$ cat config.mk
export PLATFORM = sky130hd
export DESIGN_NAME = monport_top
export DESIGN_NICKNAME = d
export VERILOG_FILES = /design/src/rtl/monport_pkg.sv /design/src/rtl/monport_datapath.sv /design/src/rtl/monport_ctrl.sv /design/src/rtl/monport_top.sv
export SDC_FILE = /design/constraint.sdc
export NUM_CORES = 1
export LEC_CHECK = 0
export BUFFER_PORTS_ARGS = -buffer_cell sky130_fd_sc_hd__clkbuf_2
export CORE_MARGIN = 4
export CORE_UTILIZATION = 57
export CTS_BUF_LIST = sky130_fd_sc_hd__clkbuf_16
export CTS_CLUSTER_SIZE = 28
export DETAILED_ROUTE_END_ITERATION = 16
export MAX_ROUTING_LAYER = met4
export PLACE_DENSITY = 0.79
export RECOVER_POWER = 25
export SLEW_MARGIN = 15
export SYNTH_ARGS = -nofsm -noshare
export SYNTH_HDL_FRONTEND = slang
export SYNTH_SLANG_ARGS = --single-unit
$ cat constraint.sdc
create_clock -name clk -period 2.6 [get_ports clk]
set_input_delay 0.13 -clock clk [delete_from_list [all_inputs] [get_ports clk]]
set_output_delay 0.13 -clock clk [all_outputs]
set_load 0.005 [all_outputs]
$ cat src/rtl/monport_pkg.sv
package monport_pkg;

  typedef enum logic [2:0] {
    S_IDLE,
    S_RX_START,
    S_RX_DATA,
    S_RX_STOP,
    S_WAIT_HIGH,
    S_TX,
    S_BRK_HIGH,
    S_BRK_LOW
  } portState_e;

  // strobes from control to datapath
  typedef struct packed {
    logic       latchDiv;  // sample strap/mode into divisor
    logic       tmrHalf;   // start half-period count
    logic       tmrFull;   // start full-period count
    logic       bitLoad;   // load bit counter
    logic [3:0] bitInit;
    logic       bitDec;
    logic       rxShift;   // shift sampled bit into receive register
    logic       txLoad;    // load a frame into the send register
    logic       txShift;
    logic       drvEn;
    logic       drvHigh;
    logic       drvLow;
  } strobe_t;

endpackage

$ cat src/rtl/monport_datapath.sv
module monport_datapath
  import monport_pkg::*;
#(
  parameter int DIV_HI = 1024,
  parameter int DIV_LO = 512
) (
  input  logic       clk,
  input  logic       rstN,
  input  strobe_t    st,
  input  logic       rateSel,
  input  logic       forceSlow,
  input  logic       lineIn,
  input  logic [7:0] txByte,
  output logic       lineBit,
  output logic       startEdge,
  output logic       tick,
  output logic       bitZero,
  output logic       rxZero,
  output logic [7:0] rxByte,
  output logic       lineOe,
  output logic       lineOut
);

  localparam int DIV_W = $clog2(DIV_HI + 1);
  localparam int FRAME_BITS = 10;
  localparam int SYNC_DEPTH = 2;

  logic [SYNC_DEPTH-1:0] syncQ;
  logic                  lineQ;
  logic [DIV_W-1:0]      divReg;
  logic [DIV_W-1:0]      timer;
  logic [3:0]            bitCnt;
  logic [7:0]            rxReg;
  logic [FRAME_BITS-1:0] txReg;

  // wire synchroniser plus one stage of history for edge detection
  always_ff @(posedge clk or negedge rstN) begin
    if (!rstN) begin
      syncQ <= '1;
      lineQ <= 1'b1;
    end else begin
      syncQ <= {syncQ[SYNC_DEPTH-2:0], lineIn};
      lineQ <= syncQ[SYNC_DEPTH-1];
    end
  end

  assign lineBit   = syncQ[SYNC_DEPTH-1];
  assign startEdge = lineQ & ~lineBit;

  // divisor, latched only at entry
  always_ff @(posedge clk or negedge rstN) begin
    if (!rstN) begin
      divReg <= DIV_W'(DIV_HI);
    end else if (st.latchDiv) begin
      divReg <= (forceSlow || rateSel) ? DIV_W'(DIV_HI) : DIV_W'(DIV_LO);
    end
  end

  // bit timer: reloads itself every period once started
  always_ff @(posedge clk or negedge rstN) begin
    if (!rstN) begin
      timer <= '0;
    end else if (st.tmrHalf) begin
      timer <= (divReg >> 1) - DIV_W'(1);
    end else if (st.tmrFull || timer == '0) begin
      timer <= divReg - DIV_W'(1);
    end else begin
      timer <= timer - DIV_W'(1);
    end
  end

  assign tick = (timer == '0);

  always_ff @(posedge clk or negedge rstN) begin
    if (!rstN) begin
      bitCnt <= '0;
    end else if (st.bitLoad) begin
      bitCnt <= st.bitInit;
    end else if (st.bitDec) begin
      bitCnt <= bitCnt - 4'd1;
    end
  end

  assign bitZero = (bitCnt == '0);

  // receive shift, least significant bit arrives first
  always_ff @(posedge clk or negedge rstN) begin
    if (!rstN) begin
      rxReg <= '0;
    end else if (st.rxShift) begin
      rxReg <= {lineBit, rxReg[7:1]};
    end
  end

  assign rxByte = rxReg;
  assign rxZero = (rxReg == '0);

  // send shift: start, data, stop; empties towards ones
  always_ff @(posedge clk or negedge rstN) begin
    if (!rstN) begin
      txReg <= '1;
    end else if (st.txLoad) begin
      txReg <= {1'b1, txByte, 1'b0};
    end else if (st.txShift) begin
      txReg <= {1'b1, txReg[FRAME_BITS-1:1]};
    end
  end

  assign lineOe  = st.drvEn;
  assign lineOut = ~st.drvEn | st.drvHigh | (~st.drvLow & txReg[0]);

endmodule

$ cat src/rtl/monport_ctrl.sv
module monport_ctrl
  import monport_pkg::*;
(
  input  logic    clk,
  input  logic    rstN,
  input  logic    enable,
  input  logic    txValid,
  input  logic    lineBit,
  input  logic    startEdge,
  input  logic    tick,
  input  logic    bitZero,
  input  logic    rxZero,
  output strobe_t st,
  output logic    txReady,
  output logic    rxValid,
  output logic    breakDet,
  output logic    framingErr
);

  portState_e state, nxt;
  logic enableQ;
  logic active;
  logic rxValidN, breakN, frameErrN;

  assign active  = enable & enableQ;
  assign txReady = active & (state == S_IDLE) & ~startEdge;

  always_comb begin
    st          = '0;
    nxt         = state;
    rxValidN    = 1'b0;
    breakN      = 1'b0;
    frameErrN   = 1'b0;
    st.latchDiv = enable & ~enableQ;
    st.drvEn    = (state == S_TX) || (state == S_BRK_HIGH) || (state == S_BRK_LOW);
    st.drvHigh  = (state == S_BRK_HIGH);
    st.drvLow   = (state == S_BRK_LOW);
    if (!active) begin
      nxt = S_IDLE;
    end else begin
      unique case (state)
        S_IDLE: begin
          if (startEdge) begin
            nxt        = S_RX_START;
            st.tmrHalf = 1'b1;
          end else if (txValid) begin
            nxt        = S_TX;
            st.txLoad  = 1'b1;
            st.tmrFull = 1'b1;
            st.bitLoad = 1'b1;
            st.bitInit = 4'd9;
          end
        end
        S_RX_START: if (tick) begin
          if (!lineBit) begin
            nxt        = S_RX_DATA;
            st.bitLoad = 1'b1;
            st.bitInit = 4'd7;
          end else begin
            nxt = S_IDLE;
          end
        end
        S_RX_DATA: if (tick) begin
          st.rxShift = 1'b1;
          if (bitZero) nxt = S_RX_STOP;
          else st.bitDec = 1'b1;
        end
        S_RX_STOP: if (tick) begin
          if (lineBit) begin
            nxt      = S_IDLE;
            rxValidN = 1'b1;
          end else if (rxZero) begin
            nxt        = S_BRK_HIGH;
            breakN     = 1'b1;
            st.bitLoad = 1'b1;
            st.bitInit = 4'd1;
          end else begin
            nxt       = S_WAIT_HIGH;
            frameErrN = 1'b1;
          end
        end
        S_WAIT_HIGH: if (lineBit) nxt = S_IDLE;
        S_TX: if (tick) begin
          st.txShift = 1'b1;
          if (bitZero) nxt = S_IDLE;
          else st.bitDec = 1'b1;
        end
        S_BRK_HIGH: if (tick) begin
          if (bitZero) begin
            nxt        = S_BRK_LOW;
            st.bitLoad = 1'b1;
            st.bitInit = 4'd9;
          end else begin
            st.bitDec = 1'b1;
          end
        end
        S_BRK_LOW: if (tick) begin
          if (bitZero) nxt = S_IDLE;
          else st.bitDec = 1'b1;
        end
        default: nxt = S_IDLE;
      endcase
    end
  end

  always_ff @(posedge clk or negedge rstN) begin
    if (!rstN) begin
      state      <= S_IDLE;
      enableQ    <= 1'b0;
      rxValid    <= 1'b0;
      breakDet   <= 1'b0;
      framingErr <= 1'b0;
    end else begin
      state      <= nxt;
      enableQ    <= enable;
      rxValid    <= rxValidN;
      breakDet   <= breakN;
      framingErr <= frameErrN;
    end
  end

endmodule

$ cat src/rtl/monport_top.sv
module monport_top
  import monport_pkg::*;
#(
  parameter int DIV_HI = 1024,
  parameter int DIV_LO = 512
) (
  input  logic       clk,
  input  logic       rstN,
  input  logic       enable,
  input  logic       rateSel,
  input  logic       forceSlow,
  input  logic       lineIn,
  output logic       lineOe,
  output logic       lineOut,
  input  logic [7:0] txData,
  input  logic       txValid,
  output logic       txReady,
  output logic [7:0] rxData,
  output logic       rxValid,
  output logic       breakDet,
  output logic       framingErr
);

  strobe_t st;
  logic    lineBit, startEdge, tick, bitZero, rxZero;

  monport_ctrl u_ctrl (
    .clk        (clk),
    .rstN       (rstN),
    .enable     (enable),
    .txValid    (txValid),
    .lineBit    (lineBit),
    .startEdge  (startEdge),
    .tick       (tick),
    .bitZero    (bitZero),
    .rxZero     (rxZero),
    .st         (st),
    .txReady    (txReady),
    .rxValid    (rxValid),
    .breakDet   (breakDet),
    .framingErr (framingErr)
  );

  monport_datapath #(
    .DIV_HI (DIV_HI),
    .DIV_LO (DIV_LO)
  ) u_dp (
    .clk       (clk),
    .rstN      (rstN),
    .st        (st),
    .rateSel   (rateSel),
    .forceSlow (forceSlow),
    .lineIn    (lineIn),
    .txByte    (txData),
    .lineBit   (lineBit),
    .startEdge (startEdge),
    .tick      (tick),
    .bitZero   (bitZero),
    .rxZero    (rxZero),
    .rxByte    (rxData),
    .lineOe    (lineOe),
    .lineOut   (lineOut)
  );

endmodule

==> results.md, run 1 <==
- Fin crit share: 0.882
- VDD IR-drop max: just over 0.7 mV
- Worst Path Required: 2.74 ns
- Post-Syn Area: 2330 µm²
- DR WL/cell: 14.4 µm
- Crit path launch type: flip-flop
- Yosys Warn Count: 0
- CTS clock-pin slew for the worst setup and hold paths: 0.06 ns
- Hold WC Path Type: input port to flip-flop
- Drt first-iter violations: 90
- Ports: 29
- CTS Buf Count: 5
- First-pass GRT wire length: 7920 µm
- CP max FO: 9
- Worst-skew pair later-pin latency: between 0.2 and 0.3 ns
- Initial antenna violation count: 0
- Final count of negative-setup-slack endpoints: 0
- Max-cap viol count: 1
- Max-Slew Margin vs Limit: -0.486
- Post-route setup TNS: 0 ns
- Non-Filler Instances: 311
- Final setup skew: 0.00416 ns
- Register area: between 1000 and 1500 µm²
- CTS tree: built
- CTS max path bufs: 2
- Multi-input gate area: 1120 µm²
- Data arrival, critical path: 2.44 ns
- Die Footprint: 5170 µm²
- Starting Density: 0.613
- Layout area overhead: 15.8%
- Synth Register Bits: 44
- Final HPWL DP: about 3200 µm
- Power density over the cells: 729 nW/µm²
- Core Box Area: 3800 µm²
- Die width: between 70 and 80 µm
- Setup bufs post-CTS: 0
- Crit. End Element: flip-flop
- Worst slew pin tran: approximately 2.2 ns
- Fin crit period: 2.29 ns
- Total global routing overflow: 0
- Antenna Nets Post-Route: 0
- Min setup slack post-route: 0.306 ns
- First-pass DRT Iterations: 4
- LEAKAGE: 1.16 nW
- RSZ-0062 raised after global routing: no
- Mean Syn Cell Area: 10.2 µm²
- Violated checks: max-capacitance violations, max-slew violations
- Design area: 2700 µm²
- Largest net degree at the start of global routing: 45
- N_diodes: 0
- Nets: 280
- Number of global-route vias before repair: 1718
- Fill cell count: 297
- # DRC: 0
- Cell variety after synth: between 40 and 50
- Fin. Hold Viols: 0
- Sequential fraction of the synthesis area: 0.480
- Clk root buf: clkbuf_16
- Port Buffers: 28
- H-Tree Depth: 2
- Status: finished, violations left
- CTS sink cnt: 44
- Syn_nets: approximately 250
- CTS resizes: 0
- Routability cong.: 0.840
- Pre-CTS setup slack: approximately 0.34 ns
- Highest clock rate: 0.436 GHz
- Placed instance count: 302
- Vias per cell: 5.68
- Max-slew violations: 45
- Vias: 1765
- Number of placement rows: 22
- Layout cells sized above 1: 0.259
- Drt total wl: ~4500 µm
- Die Y: 71.9 µm
- Syn Inst Count: 228
- Total track usage: 0.201
- Critical path type: flip-flop to flip-flop
- Placed cell areas: about 2500 µm²
-- critical path, stage by stage, from the launching register on --
cell and delay, ns:
dfstp_1 0.65, nor2b_1 0.11, o211ai_1 0.41, nand2_1 0.15, ha_1 0.33, o311a_1 0.15
o21ai_0 0.22, o211ai_1 0.13
-- kinds of logic after synthesis --
group           Yosys count  share of synthesized area
simple gates             87                      0.199
compound gates           46                      0.138
flops                    44                      0.480
mux                      22                     0.0995
buf+inv                  19                     0.0403
xor+xnor                  7                     0.0263
fa+ha+maj                 3                     0.0161
-- state kept, by name, summed over array words and instances (netlist names) --
| signal | cells |
|---|---|
| u_ctrl.state | 3 |
| u_dp.divReg | 2 |
| u_ctrl.enableQ | 1 |
| u_ctrl.framingErr | 1 |
| u_dp.bitCnt | 4 |
| u_ctrl.breakDet | 1 |
| u_dp.syncQ | 2 |
| u_dp.lineQ | 1 |
| u_dp.timer | 11 |
| u_dp.txReg | 9 |
| u_ctrl.rxValid | 1 |
| u_dp.rxByte | 8 |
-- cell usage after synthesis (all sizes together) --
master / number / area share
dfrtp: 31 / 0.33
nand2: 27 / 0.044
nor2: 15 / 0.024
dfstp: 13 / 0.15
mux2i: 13 / 0.056
o21ai: 13 / 0.028
inv: 11 / 0.018
mux2: 9 / 0.044
nor3: 9 / 0.019
a21oi: 7 / 0.015
nand3: 7 / 0.015
nor4: 7 / 0.028
a21o: 4 / 0.013
buf: 4 / 0.016
clkbuf: 4 / 0.0064
nand4: 4 / 0.011
o211ai: 4 / 0.013
or3: 4 / 0.011
xnor2: 4 / 0.015
a31oi: 3 / 0.015
and2: 3 / 0.0091
ha: 3 / 0.016
nand2b: 3 / 0.0081
xor2: 3 / 0.011
a211oi: 2 / 0.0086
and4: 2 / 0.0086
nor2b: 2 / 0.0054
nor3b: 2 / 0.0064
o21a: 2 / 0.0064
a2111oi: 1 / 0.0038
a21boi: 1 / 0.0032
a22o: 1 / 0.0038
a22oi: 1 / 0.0032
a31o: 1 / 0.0038
nor4bb: 1 / 0.0043
o211a: 1 / 0.0043
o21bai: 1 / 0.0032
o221ai: 1 / 0.0038
o22ai: 1 / 0.0027
o311a: 1 / 0.0043
o32ai: 1 / 0.0038
or4b: 1 / 0.0059
-- layout make-up --
cell class | instances | share of cell area
flip-flops and latches | 44 | 0.415
clock inverters | 3 | 0.0158
multi-input cells | 165 | 0.414
repair buffers | 35 | 0.0715
clock buffers | 5 | 0.0464
well taps | 48 | 0.0223
inverters | 11 | 0.0153
-- report_power, final --
group          internal [mW]  leakage (nW)  switching (mW)
combinational          0.164         0.554           0.170
clock                  0.451        0.0814           0.246
sequential             0.819         0.525           0.113
total                   1.43          1.16           0.530
-- through the flow --
stage                util  power, mW  hold slack, ns
floorplan               -       1.17          -0.166
global placement    0.663       1.26           0.218
detailed placement  0.663       1.27           0.220
CTS                 0.710       1.98          0.0367
global route        0.709       2.08          0.0638
finish              0.709       1.96          0.0379
-- timing repair --
item                                    in CTS  in global routing
endpoints found under the setup margin       0                  0
hold endpoints to repair                     1                  0
hold buffers                                 1                  0
-- cell usage in the layout, fill, tap and decap left out, types with 5 or more instances in the layout --
cell / count
nor2_1: 15
mux2_2: 9
dfrtp_1: 31
nor4_1: 5
nand2_1: 27
inv_1: 11
clkbuf_16: 5
a21oi_1: 7
nand3_1: 7
buf_4: 6
mux2i_1: 13
nor3_1: 9
dfstp_2: 12
clkbuf_2: 26
o21ai_0: 13
-- per-layer routing --
metal	routed length, µm	share of wire	vias up	track usage
met5	0	0	-	-
met4	91	0.020	0	0.0752
met3	201	0.045	8	0.0429
met2	2060	0.46	41	0.295
met1	2120	0.47	823	0.274
li1	-	-	893	-
-- path summary, 6_finish.rpt --
kind	startpoint	endpoint	slack (ns)	cells past startpoint
max	u_dp.syncQ[1]$_DFF_PN1_	u_dp.timer[8]$_DFF_PN0_	0.31	7
min reg2reg	u_dp.syncQ[0]$_DFF_PN1_	u_dp.syncQ[1]$_DFF_PN1_	0.36	0
min	txData[6]	u_dp.txReg[7]$_DFFE_PN1P_	0.04	3
max reg2reg	u_dp.syncQ[1]$_DFF_PN1_	u_dp.timer[8]$_DFF_PN0_	0.31	7
max in group asynchronous	rstN	u_dp.rxByte[1]$_DFFE_PN0P_	0.82	1
min in group asynchronous	rstN	u_dp.timer[1]$_DFF_PN0_	0.50	1
No activity file was read; power rests on OpenSTA's default activity.
==> run 2: changes to the inputs <==
Settings changed: CAP_MARGIN from default to 25, CORE_MARGIN 4 to default.
==> results.md, run 2 (synthesis gave the netlist of run 1 again) <==
- Status: finished, final reports clean
- Reg with most FFs: u_dp.timer
- Utilization after layout: 0.714 (+0.00461)
- Tot Pwr: 1.87 mW (-4.7%)
- Core Box Area: 3800 µm² (unchanged)
- Drt total wl: 4600 µm (+2.8%)
- Crit path launch type: flip-flop
- VDD IR-drop max: 0.419 mV (-42%)
- First-pass DRT Iterations: 4 (unchanged)
- Total track usage: 0.243 (+0.0424)
- Final HPWL DP: 3340 µm (+4.7%)
- Layout cells sized above 1: 0.256 (-0.00292)
- Clk root buf: clkbuf_16
- Worst-skew pair later-pin latency: 0.28 ns (about the same)
- CTS clock-pin slew for the worst setup and hold paths: 0.06 ns (about the same)
- Initial antenna violation count: 0 (unchanged)
- H-Tree Depth: 2 (unchanged)
- Vias: 1777 (+0.68%)
- Fin. Hold Viols: 0 (unchanged)
- CTS tree: built
- RSZ-0062 raised after global routing: no
- Hold WC Path Type: input port to flip-flop
- CTS max path bufs: 2 (unchanged)
- Die Footprint: 4340 µm² (-16%)
- N_diodes: 0 (unchanged)
- # DRC: 0 (unchanged)
- Largest net degree at the start of global routing: 41 (-8.9%)
- Layout area overhead: 16.6%
- Fin crit period: 2.26 ns (-0.0311 ns)
- DR WL/cell: 14.6 µm (+1.9%)
- Commonest non-fill, non-tap cell in the layout: dfrtp_1
- Routability cong.: 0.891 (+6.1%)
- Crit. End Element: flip-flop
- First-pass GRT wire length: 7600 µm (-4.1%)
- Nets: 283 (+1.1%)
- Max-slew violations: 0 (-100%)
- Worst slew pin tran: 0.989 ns (-1.24 ns)
- Post-route setup TNS: 0 ns (unchanged)
- Number of global-route vias before repair: 1651 (-3.9%)
- Port Buffers: 28 (unchanged)
- Max-cap viol count: 0 (-1)
- Cell with the largest stage delay on the worst path: dfstp_1
- Number of flip-flops under the largest register name: 11 (unchanged)
- Number of placement rows: 22 (unchanged)
- Drt first-iter violations: 81 (-10%)
- Power density over the cells: 690 nW/µm² (-5.3%)
- Vias per cell: 5.66 (-0.28%)
- LEAKAGE: 1.17 nW (+0.58%)
- Data arrival, critical path: 2.40 ns (-0.04 ns)
- Setup bufs post-CTS: 0 (unchanged)
- Worst Path Required: 2.74 ns (about the same)
- Critical path type: flip-flop to flip-flop
- Worst stage delay on the critical path: 0.63 ns (-0.02 ns)
- Die Y: 65.9 µm (-8.3%)
- CTS Buf Count: 5 (unchanged)
- Fin crit share: 0.870 (-0.0120)
- CP most frequent cell: o211ai_1
- Highest-count cells in the layout ignoring fill and taps: 31 x dfrtp_1, 27 x nand2_1, 25 x clkbuf_2
- Starting Density: 0.613 (unchanged)
- Ports: 29 (unchanged)
- CTS sink cnt: 44 (unchanged)
- Die width: 65.9 µm (-8.3%)
- Final count of negative-setup-slack endpoints: 0 (unchanged)
- Design area: 2710 µm² (+0.65%)
- Placed cell areas: 2530 µm² (+0.30%)
- Total global routing overflow: 0 (unchanged)
- Crit path cell chain: nor2b_1, o211ai_1, nand2_1, ha_1, o311a_1, o21ai_0, o211ai_1
- Antenna Nets Post-Route: 0 (unchanged)
- Max-Slew Margin vs Limit: 0.341 (+0.827)
- Highest clock rate: 0.442 GHz (+1.4%)
- CP max FO: 9 (unchanged)
- Final setup skew: 0.00747 ns (+0.00331 ns)
==> run 2: repair_timing <==
action / CTS / global route
hold buffers: 1 / 1
hold endpoints to repair: 1 / 11
resized for setup: 0 / 0
==> run 2: layout make-up <==
cell class,count,area (µm²)
timing repair buffer,38,236
tap,48,60.1
clock buffer,5,125
multi-input combinational,165,1120
clock inverter,3,16.3
sequential,44,1120
fill,284,1090
inverter,11,41.3
==> run 2: path summary, 6_finish.rpt <==
check | from | endpoint | slack (ns) | depth (start not counted)
max | u_dp.syncQ[1]$_DFF_PN1_ | u_dp.timer[8]$_DFF_PN0_ | 0.34 | 7
min | txData[1] | u_dp.txReg[2]$_DFFE_PN1P_ | 0.04 | 3
max reg2reg | u_dp.syncQ[1]$_DFF_PN1_ | u_dp.timer[8]$_DFF_PN0_ | 0.34 | 7
min reg2reg | u_dp.syncQ[0]$_DFF_PN1_ | u_dp.syncQ[1]$_DFF_PN1_ | 0.36 | 0
max in group asynchronous | rstN | u_dp.txReg[7]$_DFFE_PN1P_ | 1.34 | 3
min in group asynchronous | rstN | u_dp.bitCnt[2]$_DFFE_PN0P_ | 0.53 | 2
==> run 2: worst max-delay path, delay by kind of cell (launching register included) <==
| kind | cells | cell delay [ns] |
|---|---|---|
| AO/OA/AOI/OAI | 4 | 0.90 |
| flip-flops | 1 | 0.63 |
| adder cells (fa/ha/maj) | 1 | 0.34 |
| AND/OR/NAND/NOR | 2 | 0.23 |
==> run 2: stage by stage <==
step	setup slack, ns	instances	hold WS [ns]
floorplan	0.461	228	-0.166
global placement	0.419	303	0.218
detailed placement	0.381	303	0.227
CTS	0.368	312	0.0303
global route	0.199	314	0.0596
finish	0.337	314	0.0427
==> run 2: power by group <==
| part | internal [mW] | leakage (nW) | switching [mW] | total [mW] |
|---|---|---|---|---|
| logic | 0.170 | 0.572 | 0.176 | 0.346 |
| clock network | 0.350 | 0.0710 | 0.242 | 0.592 |
| registers | 0.818 | 0.524 | 0.115 | 0.933 |
==> run 2: layer usage <==
layer	vias to the layer above	GRT usage	part of all wire	wire (µm)
li1	891	-	-	-
met1	839	0.311	0.48	2190
met2	43	0.384	0.47	2170
met3	4	0.0569	0.042	195
met4	0	0.0707	0.0078	36
met5	-	-	0	0
==> run 3: changes to the inputs <==
Settings changed: RECOVER_POWER 25 to default.
==> results.md, run 3 (synthesis gave the netlist of run 1 again) <==
- Fill cell count: 284 (unchanged)
- Vias: 1778 (+0.056%)
- Crit. End Element: flip-flop
- Status: finished, final reports clean
- N_diodes: 0 (unchanged)
- Initial antenna violation count: 0 (unchanged)
- Max-Slew Margin vs Limit: 0.606 (+0.265)
- Non-Filler Instances: 314 (unchanged)
- Drt first-iter violations: 85 (+4.9%)
- Die Y: 65.9 µm (unchanged)
- Worst Path Required: 2.82 ns (+0.08 ns)
- Setup bufs post-CTS: 0 (unchanged)
- Placed cell areas: 2530 µm² (unchanged)
- Die Footprint: 4340 µm² (unchanged)
- Hold WC Path Type: input port to flip-flop
- Fin crit period: 2.24 ns (-0.0231 ns)
- Port Buffers: 28 (unchanged)
- Die width: 65.9 µm (unchanged)
- R2R depth: 5 (-2)
- RSZ-0062 raised after global routing: no
- Hold Path Depth: 3 (unchanged)
- Reg with most FFs: u_dp.timer
- CP max FO: 16 (+7)
- Drt total wl: 4590 µm (about the same)
- Core Box Area: 3800 µm² (unchanged)
- Nets: 283 (unchanged)
- CTS sink cnt: 44 (unchanged)
- Starting Density: 0.613 (unchanged)
- Worst slew pin tran: 0.586 ns (-0.402 ns)
- First-pass DRT Iterations: 5 (+1)
- Fin. Hold Viols: 0 (unchanged)
- H-Tree Depth: 2 (unchanged)
- DR WL/cell: 14.6 µm (about the same)
- First-pass GRT wire length: 7600 µm (unchanged)
- Layout cells sized above 1: 0.274 (+0.0188)
- Data arrival, critical path: 2.46 ns (+0.06 ns)
- Max-cap viol count: 0 (unchanged)
- Highest clock rate: 0.446 GHz (+1.0%)
- Ports: 29 (unchanged)
- Layout area overhead: 16.7%
- Antenna Nets Post-Route: 0 (unchanged)
- CTS clock-pin slew for the worst setup and hold paths: 0.06 ns (about the same)
- CTS max path bufs: 2 (unchanged)
- Worst-skew pair later-pin latency: 0.28 ns (about the same)
- Final count of negative-setup-slack endpoints: 0 (unchanged)
- Crit path launch type: flip-flop
- VDD IR-drop max: 0.421 mV (+0.52%)
- Number of global-route vias before repair: 1651 (unchanged)
- Largest net degree at the start of global routing: 41 (unchanged)
- Final HPWL DP: 3340 µm (unchanged)
- Routability cong.: 0.891 (unchanged)
- Utilization after layout: 0.715 (+0.000989)
- CTS Buf Count: 5 (unchanged)
- Final setup skew: 0.00742 ns (-0.0000536 ns)
- Total track usage: 0.243 (unchanged)
- Number of placement rows: 22 (unchanged)
- Total global routing overflow: 0 (unchanged)
- Post-route setup TNS: 0 ns (unchanged)
- LEAKAGE: 1.18 nW (+0.94%)
- Vias per cell: 5.66 (about the same)
- Critical path type: flip-flop to flip-flop
- # DRC: 0 (unchanged)
- Hold WS: 0.0433 ns (+0.000606 ns)
- Max-slew violations: 0 (unchanged)
- Number of flip-flops under the largest register name: 11 (unchanged)
- Clk root buf: clkbuf_16
- Placed instance count: 303 (unchanged)
- Power density over the cells: 689 nW/µm² (about the same)
- Highest-count cells in the layout ignoring fill and taps: 31 x dfrtp_1, 28 x clkbuf_2, 27 x nand2_1
- Fin crit share: 0.861 (-0.00887)
- Worst R2R Setup Slack: 0.36 ns (+0.02 ns)
- Commonest non-fill, non-tap cell in the layout: dfrtp_1
- Design area: 2720 µm² (+0.14%)
- CTS tree: built
-- run 3: cell counts in the layout (fill, tap and decap cells not counted) --
No cell type changed its count.
-- run 3: cell type report --
class                           count  area [µm²]  share of cell area
Sequential cell                    44        1120               0.411
Multi-Input combinational cell    165        1120               0.411
Timing Repair Buffer               38         240              0.0884
Clock buffer                        5         125              0.0461
Tap cell                           48        60.1              0.0221
Inverter                           11        41.3              0.0152
Clock inverter                      3        16.3             0.00599
-- run 3: final timing paths --
path | endpoint | startpoint
max | u_dp.txReg[8]$_DFFE_PN1P_ | u_ctrl.state[0]$_DFFE_PN0P_
min | u_dp.txReg[2]$_DFFE_PN1P_ | txData[1]
max reg2reg | u_dp.txReg[8]$_DFFE_PN1P_ | u_ctrl.state[0]$_DFFE_PN0P_
min reg2reg | u_dp.syncQ[1]$_DFF_PN1_ | u_dp.syncQ[0]$_DFF_PN1_
max in group asynchronous | u_dp.lineQ$_DFF_PN1_ | rstN
min in group asynchronous | u_dp.bitCnt[2]$_DFFE_PN0P_ | rstN
-- run 3: layer usage --
layer  track usage  wire length (µm)  part of all wire  up-vias
met1         0.311              2180              0.48      837
li1              -                 -                 -      893
met4        0.0707                36            0.0078        0
met2         0.384              2170              0.47       44
met3        0.0569               200             0.044        4
met5             -                 0                 0        -
-- run 3: worst max-delay path: stages (launching register included) --
cell and delay [ns]:
dfrtp_1 0.49, or4b_4 0.58, or3_1 0.48, inv_1 0.35, or3_1 0.17, o21a_1 0.11
-- run 3: what timing repair did --
item                                   in CTS  in global routing
hold buffers                                1                  1
endpoints found under the hold margin       1                 11
gates resized for setup                     0                  0
-- run 3: through the flow --
stage               total power [mW]  worst slack [ns]
floorplan                       1.17             0.461
finish                          1.87             0.360
global placement                1.26             0.419
CTS                             1.87             0.368
detailed placement              1.28             0.381
global route                    1.97             0.214
-- run 3: report_power, final --
part	total, mW	switching, mW	internal (mW)	leakage (nW)
clock	0.592	0.242	0.350	0.0710
sequential	0.934	0.115	0.819	0.526
combinational	0.347	0.176	0.170	0.581
